### src/rtl/wstg_pkg.sv
package wstg_pkg;

    typedef enum logic [2:0] {
        PH_IDLE,
        PH_SETUP,
        PH_WAIT,
        PH_ACCESS,
        PH_HOLD
    } phase_e;

    // Phase a new transfer starts in, given its setup and wait counts.
    function automatic phase_e entry_phase(input int unsigned setup_n,
                                           input int unsigned wait_n);
        if (setup_n != 0)      return PH_SETUP;
        else if (wait_n != 0)  return PH_WAIT;
        else                   return PH_ACCESS;
    endfunction

endpackage

### src/rtl/wstg_phase_fsm.sv
module wstg_phase_fsm
    import wstg_pkg::*;
#(
    parameter int RD_SETUP = 1,
    parameter int RD_WAIT  = 1,
    parameter int RD_HOLD  = 0,
    parameter int WR_SETUP = 1,
    parameter int WR_WAIT  = 0,
    parameter int WR_HOLD  = 1,
    parameter int CNT_W    = 4
) (
    input  logic   clk,
    input  logic   rst_n,
    input  logic   req,
    input  logic   req_rd,
    output phase_e cur_phase,
    output logic   cur_rd,
    output logic   last_cyc
);

    phase_e            st_q, st_d;
    logic [CNT_W-1:0]  cnt_q, cnt_d;
    logic              op_rd_q, op_rd_d;
    logic [CNT_W-1:0]  cur_cnt;
    logic [CNT_W-1:0]  n_setup, n_wait, n_hold;
    phase_e            first_ph;

    // Operation and counts of the transfer being served this cycle.
    always_comb begin
        cur_rd   = (st_q == PH_IDLE) ? req_rd : op_rd_q;
        n_setup  = cur_rd ? CNT_W'(RD_SETUP) : CNT_W'(WR_SETUP);
        n_wait   = cur_rd ? CNT_W'(RD_WAIT)  : CNT_W'(WR_WAIT);
        n_hold   = cur_rd ? CNT_W'(RD_HOLD)  : CNT_W'(WR_HOLD);
        first_ph = entry_phase(int'(n_setup), int'(n_wait));
        if (st_q == PH_IDLE) begin
            cur_phase = req ? first_ph : PH_IDLE;
            cur_cnt   = '0;
        end else begin
            cur_phase = st_q;
            cur_cnt   = cnt_q;
        end
    end

    // Next state, phase counter and end-of-transfer flag.
    always_comb begin
        st_d     = st_q;
        cnt_d    = cnt_q;
        op_rd_d  = op_rd_q;
        last_cyc = 1'b0;
        unique case (cur_phase)
            PH_IDLE: begin
                st_d  = PH_IDLE;
                cnt_d = '0;
            end
            PH_SETUP: begin
                op_rd_d = cur_rd;
                if (cur_cnt == n_setup - 1'b1) begin
                    st_d  = (n_wait != '0) ? PH_WAIT : PH_ACCESS;
                    cnt_d = '0;
                end else begin
                    st_d  = PH_SETUP;
                    cnt_d = cur_cnt + 1'b1;
                end
            end
            PH_WAIT: begin
                op_rd_d = cur_rd;
                if (cur_cnt == n_wait - 1'b1) begin
                    st_d  = PH_ACCESS;
                    cnt_d = '0;
                end else begin
                    st_d  = PH_WAIT;
                    cnt_d = cur_cnt + 1'b1;
                end
            end
            PH_ACCESS: begin
                op_rd_d = cur_rd;
                cnt_d   = '0;
                if (n_hold != '0) begin
                    st_d = PH_HOLD;
                end else begin
                    st_d     = PH_IDLE;
                    last_cyc = 1'b1;
                end
            end
            PH_HOLD: begin
                if (cur_cnt == n_hold - 1'b1) begin
                    st_d     = PH_IDLE;
                    cnt_d    = '0;
                    last_cyc = 1'b1;
                end else begin
                    st_d  = PH_HOLD;
                    cnt_d = cur_cnt + 1'b1;
                end
            end
            default: begin
                st_d  = PH_IDLE;
                cnt_d = '0;
            end
        endcase
    end

    always_ff @(posedge clk) begin
        if (!rst_n) begin
            st_q    <= PH_IDLE;
            cnt_q   <= '0;
            op_rd_q <= 1'b0;
        end else begin
            st_q    <= st_d;
            cnt_q   <= cnt_d;
            op_rd_q <= op_rd_d;
        end
    end

endmodule

### src/rtl/wstg_strobe_gen.sv
module wstg_strobe_gen
    import wstg_pkg::*;
(
    input  phase_e cur_phase,
    input  logic   cur_rd,
    output logic   cs,
    output logic   rd_stb,
    output logic   wr_stb
);

    logic strobe_window;

    always_comb begin
        cs            = (cur_phase != PH_IDLE);
        strobe_window = (cur_phase == PH_WAIT) || (cur_phase == PH_ACCESS);
        rd_stb        = strobe_window && cur_rd;
        wr_stb        = strobe_window && !cur_rd;
    end

endmodule

### src/rtl/wstg_rdata_path.sv
module wstg_rdata_path
    import wstg_pkg::*;
#(
    parameter int DATA_W  = 32,
    parameter int RD_HOLD = 0
) (
    input  logic              clk,
    input  logic              rst_n,
    input  phase_e            cur_phase,
    input  logic              cur_rd,
    input  logic [DATA_W-1:0] slv_data,
    output logic [DATA_W-1:0] mst_data
);

    generate
        if (RD_HOLD == 0) begin : g_pass
            // Access cycle is also the completion cycle.
            assign mst_data = slv_data;
        end else begin : g_reg
            logic [DATA_W-1:0] held_q;
            always_ff @(posedge clk) begin
                if (!rst_n)
                    held_q <= '0;
                else if (cur_phase == PH_ACCESS && cur_rd)
                    held_q <= slv_data;
            end
            assign mst_data = held_q;
        end
    endgenerate

endmodule

### src/rtl/wstg_top.sv
module wstg_top
    import wstg_pkg::*;
#(
    parameter int ADDR_W   = 16,
    parameter int DATA_W   = 32,
    parameter int BE_W     = DATA_W / 8,
    parameter int RD_SETUP = 1,
    parameter int RD_WAIT  = 1,
    parameter int RD_HOLD  = 0,
    parameter int WR_SETUP = 1,
    parameter int WR_WAIT  = 0,
    parameter int WR_HOLD  = 1
) (
    input  logic              clk,
    input  logic              rst_n,
    input  logic [ADDR_W-1:0] m_addr,
    input  logic [BE_W-1:0]   m_be,
    input  logic              m_read,
    input  logic              m_write,
    input  logic [DATA_W-1:0] m_wdata,
    output logic              m_waitreq,
    output logic [DATA_W-1:0] m_rdata,
    output logic              s_cs,
    output logic [ADDR_W-1:0] s_addr,
    output logic [BE_W-1:0]   s_be,
    output logic              s_rd,
    output logic              s_wr,
    output logic [DATA_W-1:0] s_wdata,
    input  logic [DATA_W-1:0] s_rdata
);

    localparam int MAX_RD = (RD_SETUP > RD_WAIT) ?
                            ((RD_SETUP > RD_HOLD) ? RD_SETUP : RD_HOLD) :
                            ((RD_WAIT  > RD_HOLD) ? RD_WAIT  : RD_HOLD);
    localparam int MAX_WR = (WR_SETUP > WR_WAIT) ?
                            ((WR_SETUP > WR_HOLD) ? WR_SETUP : WR_HOLD) :
                            ((WR_WAIT  > WR_HOLD) ? WR_WAIT  : WR_HOLD);
    localparam int MAX_N  = (MAX_RD > MAX_WR) ? MAX_RD : MAX_WR;
    localparam int CNT_W  = $clog2(MAX_N + 1) + 1;

    phase_e cur_phase;
    logic   cur_rd;
    logic   last_cyc;
    logic   req;

    assign req = m_read || m_write;

    wstg_phase_fsm #(
        .RD_SETUP (RD_SETUP),
        .RD_WAIT  (RD_WAIT),
        .RD_HOLD  (RD_HOLD),
        .WR_SETUP (WR_SETUP),
        .WR_WAIT  (WR_WAIT),
        .WR_HOLD  (WR_HOLD),
        .CNT_W    (CNT_W)
    ) u_fsm (
        .clk       (clk),
        .rst_n     (rst_n),
        .req       (req),
        .req_rd    (m_read),
        .cur_phase (cur_phase),
        .cur_rd    (cur_rd),
        .last_cyc  (last_cyc)
    );

    wstg_strobe_gen u_stb (
        .cur_phase (cur_phase),
        .cur_rd    (cur_rd),
        .cs        (s_cs),
        .rd_stb    (s_rd),
        .wr_stb    (s_wr)
    );

    wstg_rdata_path #(
        .DATA_W  (DATA_W),
        .RD_HOLD (RD_HOLD)
    ) u_rdp (
        .clk       (clk),
        .rst_n     (rst_n),
        .cur_phase (cur_phase),
        .cur_rd    (cur_rd),
        .slv_data  (s_rdata),
        .mst_data  (m_rdata)
    );

    assign m_waitreq = (cur_phase != PH_IDLE) && !last_cyc;
    assign s_addr    = m_addr;
    assign s_be      = m_be;
    assign s_wdata   = m_wdata;

endmodule

### config.mk
export PLATFORM = sky130hd
export DESIGN_NAME = wstg_top
export DESIGN_NICKNAME = d
export VERILOG_FILES = /design/src/rtl/wstg_pkg.sv /design/src/rtl/wstg_phase_fsm.sv /design/src/rtl/wstg_strobe_gen.sv /design/src/rtl/wstg_rdata_path.sv /design/src/rtl/wstg_top.sv
export SDC_FILE = /design/constraint.sdc
export NUM_CORES = 1
export LEC_CHECK = 0
export BUFFER_PORTS_ARGS = -buffer_cell sky130_fd_sc_hd__buf_4
export CORE_AREA = 5 5 69 71
export DETAILED_ROUTE_END_ITERATION = 10
export DIE_AREA = 0 0 74 76
export HOLD_SLACK_MARGIN = 0.03
export PLACE_DENSITY = 0.83
export SYNTH_ARGS = -nofsm -noshare
export SYNTH_HDL_FRONTEND = slang
export SYNTH_SLANG_ARGS = --single-unit
export TNS_END_PERCENT = 100
### constraint.sdc
create_clock -name clk -period 1.9 [get_ports clk]
set_input_delay 0.475 -clock clk [delete_from_list [all_inputs] [get_ports clk]]
set_output_delay 0.475 -clock clk [all_outputs]
set_load 0.01 [all_outputs]
* After elaboration in Yosys (flattened, before gate mapping)
Index checks and enable logic that the tools add are counted.
Cells by class: bitwise gates (word level) 0, div/mod/pow operators 0, order comparisons 0, shift-type cells 0, mux-type cells 19, add/sub/neg operators 3, equal/unequal tests 6, reduce and logical (&&, ||, !) cells 13, $mul 0
Operator list (count):
- 3-bit two-way mux | 4
- 3-bit one-hot mux with 4 select lines | 1
- 1-bit two-way mux | 8
- 2-bit two-way mux | 4
- 3-bit by 2-bit equality test with 1-bit output, second input constant | 2
- 2-bit one-hot mux with 3 select lines | 1
- 2-bit equality test | 2
- 2-bit nonzero test | 2
- 2-bit by 1-bit subtractor with 2-bit output, second input constant | 2
- 3-bit by 1-bit equality test with 1-bit output, second input constant | 1
- 3-bit equality test, second input constant | 1
- 1-bit logical AND | 3
- 3-bit logical NOT | 1
- 3-bit nonzero test | 1
- 3-bit OR reduction | 1
- 2-bit by 1-bit adder with 2-bit output, second input constant | 1
- 1-bit logical NOT | 2
- 2-bit logical NOT | 1
- 1-bit logical OR | 2
- 1-bit one-hot mux with 2 select lines | 1
Storage, ports and cells: RAM bits 0, latch bits 0, input port bits 88, register bits 6, output and inout bits 88, memories kept 0, logic and storage cells 44, memory bits (read-only) 0

* Longest topological paths before layout
Gate-level depths: netlist (run 1).
depth in word-level cells 9, depth in mapped cells 7

* Cells and area by module
A second synthesis (run 1) with hierarchy kept.
Second synthesis, totals: cells, all modules 157, area total of the unflattened synthesis 1168.6 µm²
Modules (own cells, without submodules):
- wstg_phase_fsm | sequential area each 120.1 µm², cells each 67, area an instance 494.2 µm², times used 1
- wstg_top | sequential area each 0.0 µm², cells each 55, area an instance 405.4 µm², times used 1
- wstg_rdata_path | sequential area each 0.0 µm², cells each 32, area an instance 240.2 µm², times used 1
- wstg_strobe_gen | sequential area each 0.0 µm², cells each 3, area an instance 28.8 µm², times used 1

* Worst setup path before layout (run 1)
OpenSTA, ideal clock, no wires.
path type register to output, start register u_fsm.op_rd_q, end output port m_waitreq, buffers on the path 1, data required time 1425 ps, arrival 1112 ps, path slack 313 ps, cell stages (with the launch flop) 6, cells stage by stage dfxtp_1 > buf_6 > nor3_2 > a21oi_1 > a2111oi_2 > a31oi_1
On the way: longest elaborated chain between the ends 8
RTL lines:
- from (decl) | RTL line wstg_phase_fsm.sv:23 | logic op_rd_q, op_rd_d;
- from (signal assigned) | RTL line wstg_phase_fsm.sv:110 | op_rd_q <= op_rd_d;
- 1-bit two-way mux (*) | RTL line wstg_phase_fsm.sv:30 | cur_rd = (st_q == PH_IDLE) ? req_rd : op_rd_q;
- 1-bit two-way mux (*) | RTL line wstg_phase_fsm.sv:33 | n_hold = cur_rd ? CNT_W'(RD_HOLD) : CNT_W'(WR_HOLD);
- 2-bit by 1-bit subtractor with 2-bit output | RTL line wstg_phase_fsm.sv:86 | if (cur_cnt == n_hold - 1'b1) begin
- 2-bit equality test | RTL line wstg_phase_fsm.sv:86
- 1-bit two-way mux | RTL line wstg_phase_fsm.sv:86
- 1-bit one-hot mux with 2 select lines (*) | RTL line wstg_phase_fsm.sv:50 | unique case (cur_phase)
- 1-bit logical NOT (*) | RTL line wstg_top.sv:86 | assign m_waitreq = (cur_phase != PH_IDLE) && !last_cyc;
- 1-bit logical AND (*) | RTL line wstg_top.sv:86
- to (decl) | RTL line wstg_top.sv:21 | output logic m_waitreq,
Mark *: on every way between the ends. The rest lies on a longest branch, timed or not.

* Worst setup path after layout (run 1)
Same ends and word-level chain as after synthesis.

==> flow_summary_export.csv, run 1 <==
group,metric,value,unit
layout,multi_input_area,350,µm²
power,p_total,0.000516,W
grt,grt_pass1_wl,2890,µm
layout,final_area,671,µm²
sta,max_slew_margin,0.728,
synth,synth_area,0.00113,mm²
clock_network,cts_tree,"done",
clock_network,postCtsHoldBufs,0,
setup_path,worstSetupPathType,"reg2out",
layout,antenna_cells,0,
drt,routed_via_density,4.42,
drt,drc_errors,0,
power,seqPwrFrac,0.314,
sta,hold_violations,0,
synth,syn_inst,148,
setup_path,cp_max_fo,7,
grt,antenna_found_initial,0,
clock_network,cts_buffers,3,
setup_path,cp-end-kind,"primary output",
sta,post-route-period-util,0.977,
synth,synth-simple-area-share,0.161,
job,drv_cap,0,
layout,final_cells,125,
sta,period_minus_slack,1.86,ns
min_path,hp-class,"in2reg",
setup_path,critical_path_required,1.42,ns
drt,firstDrtPassIters,4,
layout,area_growth,-40.5,%
placed_design,place_area,606,µm²
placed_design,place_congestion,0.745,
synth,yosys.area_share.xor_xnor,0.00777,
synth,synthMuxAreaShare,0.0377,
drt,drtIter0Drc,45,
synth,ys_seq_area_frac,0.107,
power,power_leakage,0.265,nW
layout,drive_gt1_frac,0.342,
grt,grt_pass1_vias,563,
synth,synth_seq_cells,6,
synth,synth_compound_area_frac,0.0710,
sta,setup_viol,0,
clock_network,htree_num_levels,1,
power,vdd_drop_max,0.177,mV
clock_network,clock_sinks,6,
setup_path,r2r_cells,6,
synth,synth_top_family_by_area,"buffers and inverters",
setup_path,critPathSlowestCell,"dfxtp_4",
die,start_util,0.270,
clock_network,path_clk_slew,0.04,ns
synth,yosysUniqueCellTypes,30,
grt,grt_usage,0.0690,
clock_network,clock_latency,0.22,ns
power,power_density,769,mW/mm²
setup_path,cp-start-kind,"flop",
sta,tightest_slew,0.408,ns
min_path,hold_path_depth,2,
setup_path,crit_path_cell_trace,"nor3_4 > a21oi_2 > a2111oi_2 > a31oi_1 > buf_4",
drt,ant_nets,0,
sta,clock_skew,0.000573,ns
layout,nNetsFinal,165,
drt,vias,552,
die,pin_count,176,
sta,rsz0062_at_grt,"true",
die,coreArea,0.00417,mm²
placed_design,dp_hpwl,1630,µm
placed_design,dp.cells,122,
die,dieArea,0.00562,mm²
placed_design,port-buffer-count,7,
power,pwr-share-clk,0.372,
clock_network,root_buffer,"clkbuf_8",
layout,seq_area,131,µm²
sta,fmax,0.539,GHz
setup_path,critPathTopFamily,"compound AO/OA/AOI/OAI gates",
setup_path,cp_num_cells,5,
power,comb_power_share,0.314,
die,die_w,74,µm
run_status,status,"complete, no violations",
power,switchingPower,0.000160,W
drt,routedWlPerCell,16.0,µm
setup_path,path_buf_inv,1,
clock_network,clk_path_buf_depth,2,
clock_network,postCtsSetupBuffers,0,
synth,synth_fa_ha_area_frac,0.0222,
sta,drv_slew,0,
synth,synth_area_per_cell,7.62,µm²
power,swShare,0.310,
synth,yosysWarningCount,0,
layout,final.fill_count,462,
setup_path,cp_slowest_stage_delay,0.37,ns
setup_path,arrival,1.38,ns
power,internal_power,0.000356,W
grt,grt_max_degree,14,
sta,tns,0,ns
grt,overflow,0,
die,row_count,24,
die,die-height,76,µm
synth,synthesis.nets,238,
drt,wl,2000,µm
==> logic make-up (layout without fill, tap and decap cells) <==
family	after synthesis	in the layout
AO/OA/AOI/OAI	12	12
multiplexers	4	4
AND/OR/NAND/NOR	33	33
adder cells (fa/ha/maj)	2	2
flip-flops	6	6
buffers and inverters	90	15
XOR/XNOR	1	1
==> timing repair <==
item / 4_1_cts / 5_1_grt
resized for setup: 3 / 6
gates cloned: 0 / 0
setup endpoints to repair: 1 / 1
pin swaps: 1 / 0
==> state kept, by name, indices dropped and copies added, names as in the netlist <==
name	flops
u_fsm.op_rd_q	1
u_fsm.st_q	3
u_fsm.cnt_q	2
==> cells in the final DEF, fill, tap and decap left out, types with 3 or more instances in the layout <==
| master | netlist | routed |
|---|---|---|
| dfxtp_4 | 0 | 3 |
| a21oi_1 | 4 | 3 |
| dfxtp_1 | 6 | 3 |
| nand2_1 | 7 | 7 |
| clkbuf_8 | 0 | 3 |
| nand2b_1 | 3 | 3 |
| a22oi_1 | 3 | 3 |
| nor2_1 | 9 | 8 |
| buf_4 | 84 | 10 |
==> metal layers <==
layer  vias to the layer above  part of all wire  GRT usage
met3                        34              0.22     0.0699
met1                       234              0.25     0.0429
met2                        42              0.41     0.0860
li1                        242                 -          -
met4                         0              0.12      0.105
met5                         -                 0          0
==> worst register-to-register path, stage by stage (launching register included) <==
cell and delay (ns):
dfxtp_1 0.42, or3_1 0.43, nand2_1 0.11, ha_1 0.18
nand2b_1 0.06, mux2_2 0.26, nor3b_2 0.15
==> worst paths after layout <==
kind	from	end	slack, ns
hold / removal	rst_n	u_fsm.op_rd_q	0.50
setup reg to reg	u_fsm.st_q[1]	u_fsm.st_q[1]	0.21
hold reg to reg	u_fsm.op_rd_q	u_fsm.op_rd_q	0.60
setup / recovery	u_fsm.op_rd_q	m_waitreq	0.04
==> cell usage after synthesis (all sizes together) <==
master | count | area share
a2111oi | 1 | 0.013
a21oi | 4 | 0.018
a22oi | 3 | 0.020
a31oi | 1 | 0.0056
and2 | 2 | 0.013
and2b | 1 | 0.0067
buf | 87 | 0.58
clkbuf | 1 | 0.0033
dfxtp | 6 | 0.11
ha | 2 | 0.022
inv | 2 | 0.0067
mux2 | 2 | 0.020
mux2i | 2 | 0.018
nand2 | 7 | 0.023
nand2b | 3 | 0.017
nand3 | 1 | 0.0044
nand4 | 1 | 0.0056
nor2 | 9 | 0.030
nor2b | 1 | 0.0056
nor3 | 4 | 0.027
nor3b | 2 | 0.018
o21ai | 2 | 0.0089
o22ai | 1 | 0.0056
or3 | 2 | 0.011
xnor2 | 1 | 0.0078
==> through the flow <==
| step | utilization | hold slack, ns | setup WS, ns |
|---|---|---|---|
| after floorplan | - | 0.581 | 0.313 |
| after global placement | 0.145 | 0.624 | 0.0321 |
| after detailed placement | 0.145 | 0.644 | 0.0331 |
| after CTS | 0.156 | 0.493 | 0.0181 |
| after global routing | 0.161 | 0.517 | -0.0201 |
| final | 0.161 | 0.499 | 0.0432 |
==> final cells by class <==
| class | instances | area share |
|---|---|---|
| multi-input cells | 52 | 0.522 |
| flip-flops and latches | 6 | 0.196 |
| repair buffers | 10 | 0.112 |
| well taps | 52 | 0.0970 |
| clock buffers | 3 | 0.0616 |
| inverters | 2 | 0.0112 |
==> power groups by stage <==
| stage | logic, W | registers [W] | clock network [W] |
|---|---|---|---|
| global placement | 0.000153 | 0.000160 | 0 |
| CTS | 0.000156 | 0.000160 | 0.000200 |
| finish | 0.000162 | 0.000162 | 0.000192 |
| floorplan | 0.000310 | 0.000150 | 0 |
| global route | 0.000179 | 0.000164 | 0.000207 |
| detailed placement | 0.000155 | 0.000161 | 0 |
Note: power is estimated with default switching activity, not from simulation.
==> run 2: changes to the inputs <==
Settings changed: CELL_PAD_IN_SITES_DETAIL_PLACEMENT set to 1, CELL_PAD_IN_SITES_GLOBAL_PLACEMENT set to 1, CORE_AREA 5 5 69 71 to 5 5 88 90, DIE_AREA 0 0 74 76 to 0 0 93 95, PLACE_DENSITY 0.83 to 0.84.
==> flow_summary_export.csv, run 2 (synthesis gave the netlist of run 1 again) <==
group,metric,value,unit
run_status,status,"complete, no violations",
layout,seq_area,129,µm²
layout,largest_reg_flops,3,
grt,antenna_found_initial,0,
die,die_w,93,µm
sta,fmax,0.531,GHz
grt,overflow,0,
min_path,holdPathEnd,"u_fsm.op_rd_q",
die,start_util,0.161,
layout,area_growth,-35.4,%
setup_path,worst-r2r-setup-slack,0.30,ns
drt,routedWlPerCell,12.0,µm
placed_design,post-place-ws,-0.0112,ns
min_path,min_from,"rst_n",
sta,hold_violations,0,
placed_design,port-buffer-count,7,
sta,clock_skew,0.00254,ns
setup_path,r2r_start,"u_fsm.st_q[0]",
power,power_leakage,0.280,nW
setup_path,r2r_end,"u_fsm.st_q[1]",
clock_network,clock_latency,0.22,ns
setup_path,arrival,1.41,ns
die,dieArea,0.00884,mm²
layout,layout_commonest_cell,"buf_4",
clock_network,htree_num_levels,1,
clock_network,path_clk_slew,0.04,ns
grt,grt_pass1_wl,3000,µm
drt,routed_via_density,3.51,
sta,period_minus_slack,1.88,ns
power,vdd_drop_max,0.246,mV
job,drv_cap,0,
grt,grt_pass1_vias,599,
sta,hold_ws,0.506,ns
sta,post-route-period-util,0.991,
placed_design,dp_hpwl,1520,µm
layout,nNetsFinal,168,
sta,rsz0062_at_grt,"true",
setup_path,critical_path_required,1.42,ns
die,pin_count,176,
layout,final.fill_count,847,
die,die-height,95,µm
layout,drive_gt1_frac,0.368,
drt,ant_nets,0,
setup_path,cp_max_fo,5,
setup_path,worstSetupPathType,"reg2out",
drt,firstDrtPassIters,4,
sta,tightest_slew,0.351,ns
sta,tns,0,ns
placed_design,place_congestion,0.821,
die,row_count,31,
clock_network,cts_buffers,3,
setup_path,cp-end-kind,"primary output",
setup_path,r2r_cells,6,
sta,drv_slew,0,
clock_network,cts_tree,"done",
layout,top_register,"u_fsm.st_q",
clock_network,clk_path_buf_depth,2,
min_path,hp-class,"in2reg",
power,power_density,719,mW/mm²
layout,top_regs,"u_fsm.st_q (3), u_fsm.cnt_q (2), u_fsm.op_rd_q (1)",
sta,max_slew_margin,0.765,
drt,vias,554,
drt,drc_errors,0,
die,coreArea,0.00698,mm²
layout,utilization,0.104,
grt,grt_max_degree,10,
setup_path,cp-start-kind,"flop",
drt,drtIter0Drc,5,
drt,wl,1890,µm
min_path,hold_path_depth,2,
layout,antenna_cells,0,
layout,final_cell_mix,"buf_4 (13), nor2_1 (8), nand2_1 (7)",
sta,timing.final.ws_setup,0.0180,ns
clock_network,root_buffer,"clkbuf_8",
clock_network,clock_sinks,6,
layout,multi_input_area,350,µm²
grt,grt_usage,0.0461,
sta,setup_viol,0,
clock_network,postCtsHoldBufs,0,
## run 2: cell count changes in the layout (fill, tap and decap cells not counted)
cell	delta
dfxtp_4	-1
buf_4	+3
dfxtp_2	+1
## run 2: critical path, stage by stage, from the launching register on
cell,delay [ns]
dfxtp_4,0.37
and2_4,0.16
a21oi_2,0.06
a2111oi_2,0.31
a31oi_1,0.11
buf_4,0.16
## run 2: through the flow
stage	area, µm²	power (W)	instances
2_1_floorplan	1130	0.000460	148
3_3_place_gp	658	0.000324	154
3_5_place_dp	658	0.000329	154
4_1_cts	727	0.000533	158
5_1_grt	728	0.000565	158
6_report	728	0.000524	158
## run 2: worst max-delay path by stage
stage               slack (ns)            from  cells after the start   endpoint
global placement         -0.05          m_read                      6  m_waitreq
CTS                     0.0008  u_fsm.cnt_q[0]                      5  m_waitreq
finish                    0.02  u_fsm.cnt_q[0]                      5  m_waitreq
detailed placement       -0.01          m_read                      6  m_waitreq
global route             -0.05  u_fsm.cnt_q[1]                      5  m_waitreq
floorplan                 0.31   u_fsm.op_rd_q                      5  m_waitreq
## run 2: layout make-up
type	instances	share of cell area
Tap cell	82	0.141
Timing Repair Buffer	13	0.134
Inverter	2	0.0103
Multi-Input combinational cell	52	0.481
Clock buffer	3	0.0567
Sequential cell	6	0.177
## run 2: timing repair
action,4_1_cts,5_1_grt
gates cloned,0,0
gates resized for setup,7,1
setup endpoints to repair,1,2
pin swaps,2,0
buffers inserted,1,0
## run 2: where the power goes
part | internal (W) | switching (W) | leakage, nW
Sequential | 0.000138 | 0.0000222 | 0.0513
Clock | 0.000136 | 0.0000548 | 0.0216
Combinational | 0.0000850 | 0.0000873 | 0.207
## run 2: layer usage
metal  wire length [µm]  part of all wire  vias to the layer above  track usage
met3                242              0.13                       25       0.0279
met5                  0                 0                        -            0
li1                   -                 -                      248            -
met4                183             0.097                        0       0.0720
met1                742              0.39                      236       0.0447
met2                725              0.38                       45       0.0534
